--- config.mk ---
export PLATFORM = sky130hd
export DESIGN_NAME = pipe4_ctrl
export DESIGN_NICKNAME = d
export VERILOG_FILES = /design/src/rtl/pipe4_pkg.sv /design/src/rtl/pipe4_scoreboard.sv /design/src/rtl/pipe4_fetch.sv /design/src/rtl/pipe4_stages.sv /design/src/rtl/pipe4_ctrl.sv
export SDC_FILE = /design/constraint.sdc
export NUM_CORES = 1
export LEC_CHECK = 0
export BUFFER_PORTS_ARGS = -buffer_cell sky130_fd_sc_hd__buf_2
export CORE_AREA = 10 10 98 100
export CTS_CLUSTER_DIAMETER = 50
export CTS_CLUSTER_SIZE = 24
export DETAILED_ROUTE_END_ITERATION = 8
export DIE_AREA = 0 0 108 110
export HOLD_SLACK_MARGIN = 0.12
export PLACE_DENSITY = 0.74
export SYNTH_ARGS = -nofsm -noshare
export SYNTH_HDL_FRONTEND = slang
export SYNTH_SLANG_ARGS = --single-unit
--- constraint.sdc ---
create_clock -name clk -period 6.9 [get_ports clk]
set_input_delay 2.07 -clock clk [delete_from_list [all_inputs] [get_ports clk]]
set_output_delay 2.07 -clock clk [all_outputs]
set_load 0.02 [all_outputs]
--- src/rtl/pipe4_pkg.sv ---
package pipe4_pkg;
  localparam int NREG = 8;
  localparam int RW   = $clog2(NREG);
  localparam int PC_W = 8;

  typedef logic [RW-1:0]   ridx_t;
  typedef logic [PC_W-1:0] pc_t;
  typedef logic [NREG-1:0] rmask_t;

  typedef struct packed {
    logic  valid;
    ridx_t rs1;
    ridx_t rs2;
    ridx_t rd;
    logic  store;
    logic  branch;
    pc_t   target;
    pc_t   tag;
  } tok_t;

  localparam tok_t BUBBLE = '0;

  // one-hot register mask; index 0 never tracked
  function automatic rmask_t reg_bit(ridx_t i);
    rmask_t m;
    m    = '0;
    m[i] = 1'b1;
    m[0] = 1'b0;
    return m;
  endfunction

  function automatic logic writes_reg(tok_t t);
    return t.valid && (t.rd != '0);
  endfunction

  // registers a token must find free before entering Decode
  function automatic rmask_t touch_mask(tok_t t);
    return reg_bit(t.rs1) | reg_bit(t.rs2) | reg_bit(t.rd);
  endfunction

  function automatic logic conflicts(tok_t younger, tok_t older);
    return writes_reg(older) && younger.valid &&
           ((touch_mask(younger) & reg_bit(older.rd)) != '0);
  endfunction

  function automatic pc_t pc_step(pc_t p);
    return p + pc_t'(1);
  endfunction
endpackage

--- src/rtl/pipe4_scoreboard.sv ---
module pipe4_scoreboard
  import pipe4_pkg::*;
(
  input  logic   clk,
  input  logic   rst_n,
  input  logic   set_en,
  input  ridx_t  set_idx,
  input  logic   clr_en,
  input  ridx_t  clr_idx,
  input  logic   flush,
  input  rmask_t need,
  output logic   hazard,
  output rmask_t pending
);
  rmask_t clr_m;
  rmask_t set_m;
  rmask_t live;

  always_comb begin
    clr_m  = clr_en ? reg_bit(clr_idx) : '0;
    set_m  = set_en ? reg_bit(set_idx) : '0;
    live   = pending & ~clr_m;       // a write leaving Write no longer blocks
    hazard = (live & need) != '0;
  end

  always_ff @(posedge clk or negedge rst_n) begin
    if (!rst_n)     pending <= '0;
    else if (flush) pending <= '0;
    else            pending <= live | set_m;
  end

  AST_CLR_WAS_PENDING: assert property (@(posedge clk) disable iff (!rst_n)
    (clr_en && clr_idx != '0) |-> pending[clr_idx]) else $error("clear of idle register");
endmodule

--- src/rtl/pipe4_fetch.sv ---
module pipe4_fetch
  import pipe4_pkg::*;
#(
  parameter pc_t ISR_ADDR = pc_t'(64)
) (
  input  logic  clk,
  input  logic  rst_n,
  input  logic  i_valid,
  input  ridx_t i_rs1,
  input  ridx_t i_rs2,
  input  ridx_t i_rd,
  input  logic  i_store,
  input  logic  i_branch,
  input  pc_t   i_target,
  input  logic  port_busy,
  input  logic  hazard,
  input  logic  br_take,
  input  pc_t   br_target,
  input  pc_t   br_link,
  input  logic  irq_take,
  input  pc_t   irq_link,
  output pc_t   pc,
  output logic  req,
  output tok_t  f_tok,
  output logic  f_go,
  output logic  stall_dec,
  output pc_t   link
);
  pc_t pc_n;
  logic redirect;

  always_comb begin
    req          = !port_busy;
    f_tok.valid  = req && i_valid;
    f_tok.rs1    = i_rs1;
    f_tok.rs2    = i_rs2;
    f_tok.rd     = i_rd;
    f_tok.store  = i_store;
    f_tok.branch = i_branch;
    f_tok.target = i_target;
    f_tok.tag    = pc;
    redirect     = br_take || irq_take;
    f_go         = f_tok.valid && !hazard && !redirect;
    stall_dec    = f_tok.valid && hazard;
    if (irq_take)     pc_n = ISR_ADDR;
    else if (br_take) pc_n = br_target;
    else if (f_go)    pc_n = pc_step(pc);
    else              pc_n = pc;
  end

  always_ff @(posedge clk or negedge rst_n) begin
    if (!rst_n) begin
      pc   <= '0;
      link <= '0;
    end else begin
      pc <= pc_n;
      if (irq_take)     link <= irq_link;
      else if (br_take) link <= br_link;
    end
  end

  AST_HOLD_ON_STALL: assert property (@(posedge clk) disable iff (!rst_n)
    (stall_dec && !redirect) |=> $stable(pc)) else $error("fetch moved during stall");
  AST_HOLD_ON_EMPTY: assert property (@(posedge clk) disable iff (!rst_n)
    (req && !i_valid && !redirect) |=> $stable(pc)) else $error("fetch moved on empty token");
endmodule

--- src/rtl/pipe4_stages.sv ---
module pipe4_stages
  import pipe4_pkg::*;
(
  input  logic clk,
  input  logic rst_n,
  input  logic f_go,
  input  tok_t f_tok,
  input  logic kill,
  output tok_t d_q,
  output tok_t e_q,
  output tok_t w_q
);
  always_ff @(posedge clk or negedge rst_n) begin
    if (!rst_n) begin
      d_q <= BUBBLE;
      e_q <= BUBBLE;
      w_q <= BUBBLE;
    end else begin
      d_q <= f_go ? f_tok : BUBBLE;
      e_q <= kill ? BUBBLE : d_q;
      w_q <= kill ? BUBBLE : e_q;
    end
  end

  AST_NO_OLDER_WRITER_E: assert property (@(posedge clk) disable iff (!rst_n)
    !conflicts(d_q, e_q)) else $error("Decode overlaps Execute writer");
  AST_NO_OLDER_WRITER_W: assert property (@(posedge clk) disable iff (!rst_n)
    !conflicts(d_q, w_q)) else $error("Decode overlaps Write writer");
endmodule

--- src/rtl/pipe4_ctrl.sv ---
module pipe4_ctrl
  import pipe4_pkg::*;
#(
  parameter pc_t ISR_ADDR = pc_t'(64),
  parameter int  CNT_W    = 16
) (
  input  logic             clk,
  input  logic             rst_n,
  input  logic             i_valid,
  input  logic [RW-1:0]    i_rs1,
  input  logic [RW-1:0]    i_rs2,
  input  logic [RW-1:0]    i_rd,
  input  logic             i_store,
  input  logic             i_branch,
  input  logic [PC_W-1:0]  i_target,
  input  logic             irq,
  output logic [PC_W-1:0]  imem_addr,
  output logic             imem_req,
  output logic             stall_fetch,
  output logic             stall_dec,
  output logic             retire_valid,
  output logic [PC_W-1:0]  retire_tag,
  output logic [PC_W-1:0]  link_addr,
  output logic [CNT_W-1:0] cycle_count
);
  tok_t   f_tok, d_q, e_q, w_q;
  rmask_t pending;
  logic   hazard, f_go, port_busy, br_take, irq_take;
  pc_t    br_link, irq_link;

  // named events shared by the sub-blocks and the assertions
  always_comb begin
    port_busy = w_q.valid && w_q.store;
    irq_take  = w_q.valid && irq;
    br_take   = d_q.valid && d_q.branch && !irq_take;
    br_link   = pc_step(d_q.tag);
    if (e_q.valid)      irq_link = e_q.tag;
    else if (d_q.valid) irq_link = d_q.tag;
    else                irq_link = imem_addr;
  end

  pipe4_fetch #(.ISR_ADDR(ISR_ADDR)) u_fetch (
    .clk(clk), .rst_n(rst_n),
    .i_valid(i_valid), .i_rs1(i_rs1), .i_rs2(i_rs2), .i_rd(i_rd),
    .i_store(i_store), .i_branch(i_branch), .i_target(i_target),
    .port_busy(port_busy), .hazard(hazard),
    .br_take(br_take), .br_target(d_q.target), .br_link(br_link),
    .irq_take(irq_take), .irq_link(irq_link),
    .pc(imem_addr), .req(imem_req), .f_tok(f_tok), .f_go(f_go),
    .stall_dec(stall_dec), .link(link_addr)
  );

  pipe4_scoreboard u_sb (
    .clk(clk), .rst_n(rst_n),
    .set_en(f_go && f_tok.rd != '0), .set_idx(f_tok.rd),
    .clr_en(writes_reg(w_q)), .clr_idx(w_q.rd),
    .flush(irq_take), .need(touch_mask(f_tok)),
    .hazard(hazard), .pending(pending)
  );

  pipe4_stages u_stg (
    .clk(clk), .rst_n(rst_n), .f_go(f_go), .f_tok(f_tok), .kill(irq_take),
    .d_q(d_q), .e_q(e_q), .w_q(w_q)
  );

  always_ff @(posedge clk or negedge rst_n) begin
    if (!rst_n) cycle_count <= '0;
    else        cycle_count <= cycle_count + CNT_W'(1);
  end

  assign stall_fetch  = port_busy;
  assign retire_valid = w_q.valid;
  assign retire_tag   = w_q.tag;

  AST_PENDING_MATCHES: assert property (@(posedge clk) disable iff (!rst_n)
    $countones(pending) == (int'(writes_reg(d_q)) + int'(writes_reg(e_q)) + int'(writes_reg(w_q))))
    else $error("scoreboard out of step with stages");
  AST_STALL_BUBBLE: assert property (@(posedge clk) disable iff (!rst_n)
    stall_dec |=> !d_q.valid) else $error("stalled token reached Decode");
  AST_STORE_BLOCKS: assert property (@(posedge clk) disable iff (!rst_n)
    port_busy |=> !d_q.valid) else $error("fetch shared port with store");
  AST_BRANCH_FLUSH: assert property (@(posedge clk) disable iff (!rst_n)
    br_take |=> (!d_q.valid && e_q.valid && e_q.branch && imem_addr == $past(d_q.target)))
    else $error("branch redirect wrong");
  AST_IRQ_FLUSH: assert property (@(posedge clk) disable iff (!rst_n)
    irq_take |=> (!d_q.valid && !e_q.valid && !w_q.valid && pending == '0 && imem_addr == ISR_ADDR))
    else $error("interrupt flush wrong");
endmodule

==> metrics <==
Post-Synth Adder-Cell Area=0.00931; cts hold-fix bufs=0; status=complete, no violations; leakage power=2.16 nW; synth cell count leaders=dfrtp_1, and2_1, nand2_1; syn avg cell area=10.6 um^2; die width=108 um; Sw Share=0.356; post-layout min period=5.82 ns; unique cell type count in the Yosys netlist=48; hpwl dp=6120 um; max_slew headroom=0.305; Synth Area in XOR/XNOR=0.0435; Synth top area share=0.540; Post-Synth Simple-Gate Area=0.235; Yosys warnings=0; CP max FO=8; largest cells by area after synthesis=dfrtp_1, and2_1, xnor2_1; VDD IR max=0.115 mV; antenna cells=0; cell area after synthesis=0.00403 mm^2; largest net degree at the start of global routing=88; vias in the first global route=2975; global-route wire length before repair=14200 um; Initial DRC Count=180; core area=0.00765 mm^2; share of synthesized registers carrying an async set or reset=1.00; Area growth syn-to-layout=13.2%; EDFF count, synth=0; Max Cap Viol=0; Sequential Power Share=0.476; setup slack after layout=1.08 ns; GRT Max-Usage Layer=met2; TNS Setup=0 ns; Sink Count=87; Yosys top cell by area=dfrtp_1; Sw Pwr=0.554 mW; Worst path slowest cell=o311ai_0; Compound-Gate Fraction of Synth Area=0.103; Root Driver=clkbuf_8; Comb pwr share=0.295; final hold vios=0; initial antenna violation count=0; CP cell instances=buf_2 -> and3_2 -> o311ai_0 -> o2111a_1 -> and2_1 -> nor2_1 -> buf_2; multiplexer area fraction after synthesis=0.0248; WL final=8510 um; gpl congestion=0.931; internal power=1.00 mW; WP data arrival=3.75 ns; starting density of the core=0.527; Worst-path clk slew=0.08 ns; largest family of logic cells by synthesized area=simple AND/OR/NAND/NOR gates; critical path startpoint category=input port; Post-synth top flop=dfrtp_1; number of synthesized register bits=87; DRT antenna net count=0; global routing usage on met2=0.244; Tot GR Track Use=0.150; H-tree levels=3; Syn Nets=405; CP required=4.83 ns; drt drc=0; register area share after synthesis=0.540; worst slew pin tran=1.04 ns; Hold WS=0.450 ns; Synth Instances=379; met3 Use GR=0.0505; Critical Path Sink Type=primary output; Port-buffer cells=66; fin nets=459; max frequency=172 MHz; CTS Buffer Depth=2; cts repair resizes=0; delay of the slowest critical-path stage=0.52 ns; Crit Path Class=in2out; Clk pwr share=0.230; row count=32; final worst path period share=0.844; dpl ws=1.10 ns; RSZ-0062 raised after global routing=false; grt ovf=0; GR Layer Usage met1=0.180; pwr/cell area=341 mW/mm^2; vias after detailed routing=2931; first-pass detailed-route iteration total=5; layout cell share with drive strength beyond 1=0.201; most used cell, CP=buf_2; die area=0.0119 mm^2; min-delay worst type=reg2reg; die height=110 um; CTS tree=yes; count leader, synth=dfrtp_1; IO Count=67; TritonCTS buffer count=9; Routed WL per cell=15.8 um; postcts setup bufs=0; Clock Latency Late Sink=0.35 ns; final setup vio count=0; clock skew=0.00645 ns; Max Slew Vio Count=0; vias per cell=5.43
-- power by group through the flow --
stage	logic, mW	registers (mW)	clock network [mW]
after detailed placement	0.463	0.749	0
after CTS	0.463	0.740	0.371
after global routing	0.517	0.761	0.391
final	0.459	0.741	0.357
after floorplan	0.320	0.753	0
after global placement	0.451	0.744	0
-- critical path, delay by kind of cell --
family          cells  cell delay (ns)
compound gates      2             0.93
simple gates        3             0.46
buf+inv             2             0.30
-- final timing paths --
kind	depth (start not counted)	start	slack, ns	endpoint
max	7	i_rd[0]	1.08	stall_dec
min	1	u_stg.d_q[18]	0.45	u_stg.e_q[18]
max reg2reg	5	u_stg.d_q[27]	4.34	u_stg.d_q[20]
min reg2reg	1	u_stg.d_q[18]	0.45	u_stg.e_q[18]
max in group asynchronous	1	rst_n	4.33	u_stg.e_q[19]
min in group asynchronous	1	rst_n	1.91	cycle_count[4]
-- per-layer routing --
layer  vias to the layer above  wire, um  share of wire
met4                         0        56         0.0066
met1                      1405      3610           0.42
met2                        90      4220           0.50
met3                         4       627          0.074
li1                       1432         -              -
met5                         -         0              0
-- cell families after synthesis --
family,count (synthesis)
and+or+nand+nor,166
DFF,87
buffers and inverters,33
AOI/OAI and AO/OA,60
muxes,10
adders and majority gates,3
xor gates and xnor gates,20
-- final cells by class --
class	count	area, um^2
sequential	87	2180
timing repair buffer	67	340
clock buffer	12	155
fill	651	3080
tap	102	128
multi-input combinational	259	1680
clock inverter	4	53.8
inverter	9	33.8
-- through the flow --
stage / cells / utilization / power (mW) / instance area [um^2]
after floorplan: 379 / - / 1.07 / 4030
after global placement: 524 / 0.569 / 1.20 / 4350
after detailed placement: 524 / 0.569 / 1.21 / 4350
after CTS: 540 / 0.597 / 1.57 / 4560
after global routing: 540 / 0.597 / 1.67 / 4560
final: 540 / 0.597 / 1.56 / 4560
-- cell usage in the layout, fill, tap and decap left out, drive strengths merged, types with 3 or more instances in the layout --
cell,count
a21oi,7
nor2,18
nand2,28
inv,9
o2bb2ai,4
o21ai,16
and2,50
clkbuf,12
nor3,6
nor3b,9
ha,3
and4b,3
and3,7
nand2b,5
dfrtp,87
buf,67
or4,3
nand3b,9
nand3,16
o22ai,4
nand4,6
o311a,3
mux2i,10
xnor2,15
o211ai,6
o31ai,3
xor2,5
a31oi,5
-- sequential cells by signal, indices dropped and copies added (netlist names) --
| name | cells |
|---|---|
| u_fetch.pc | 8 |
| u_fetch.link | 8 |
| u_stg.d_q | 22 |
| u_stg.w_q | 13 |
| u_sb.pending | 7 |
| cycle_count | 16 |
| u_stg.e_q | 13 |
Power figures use the tool's default switching activity.
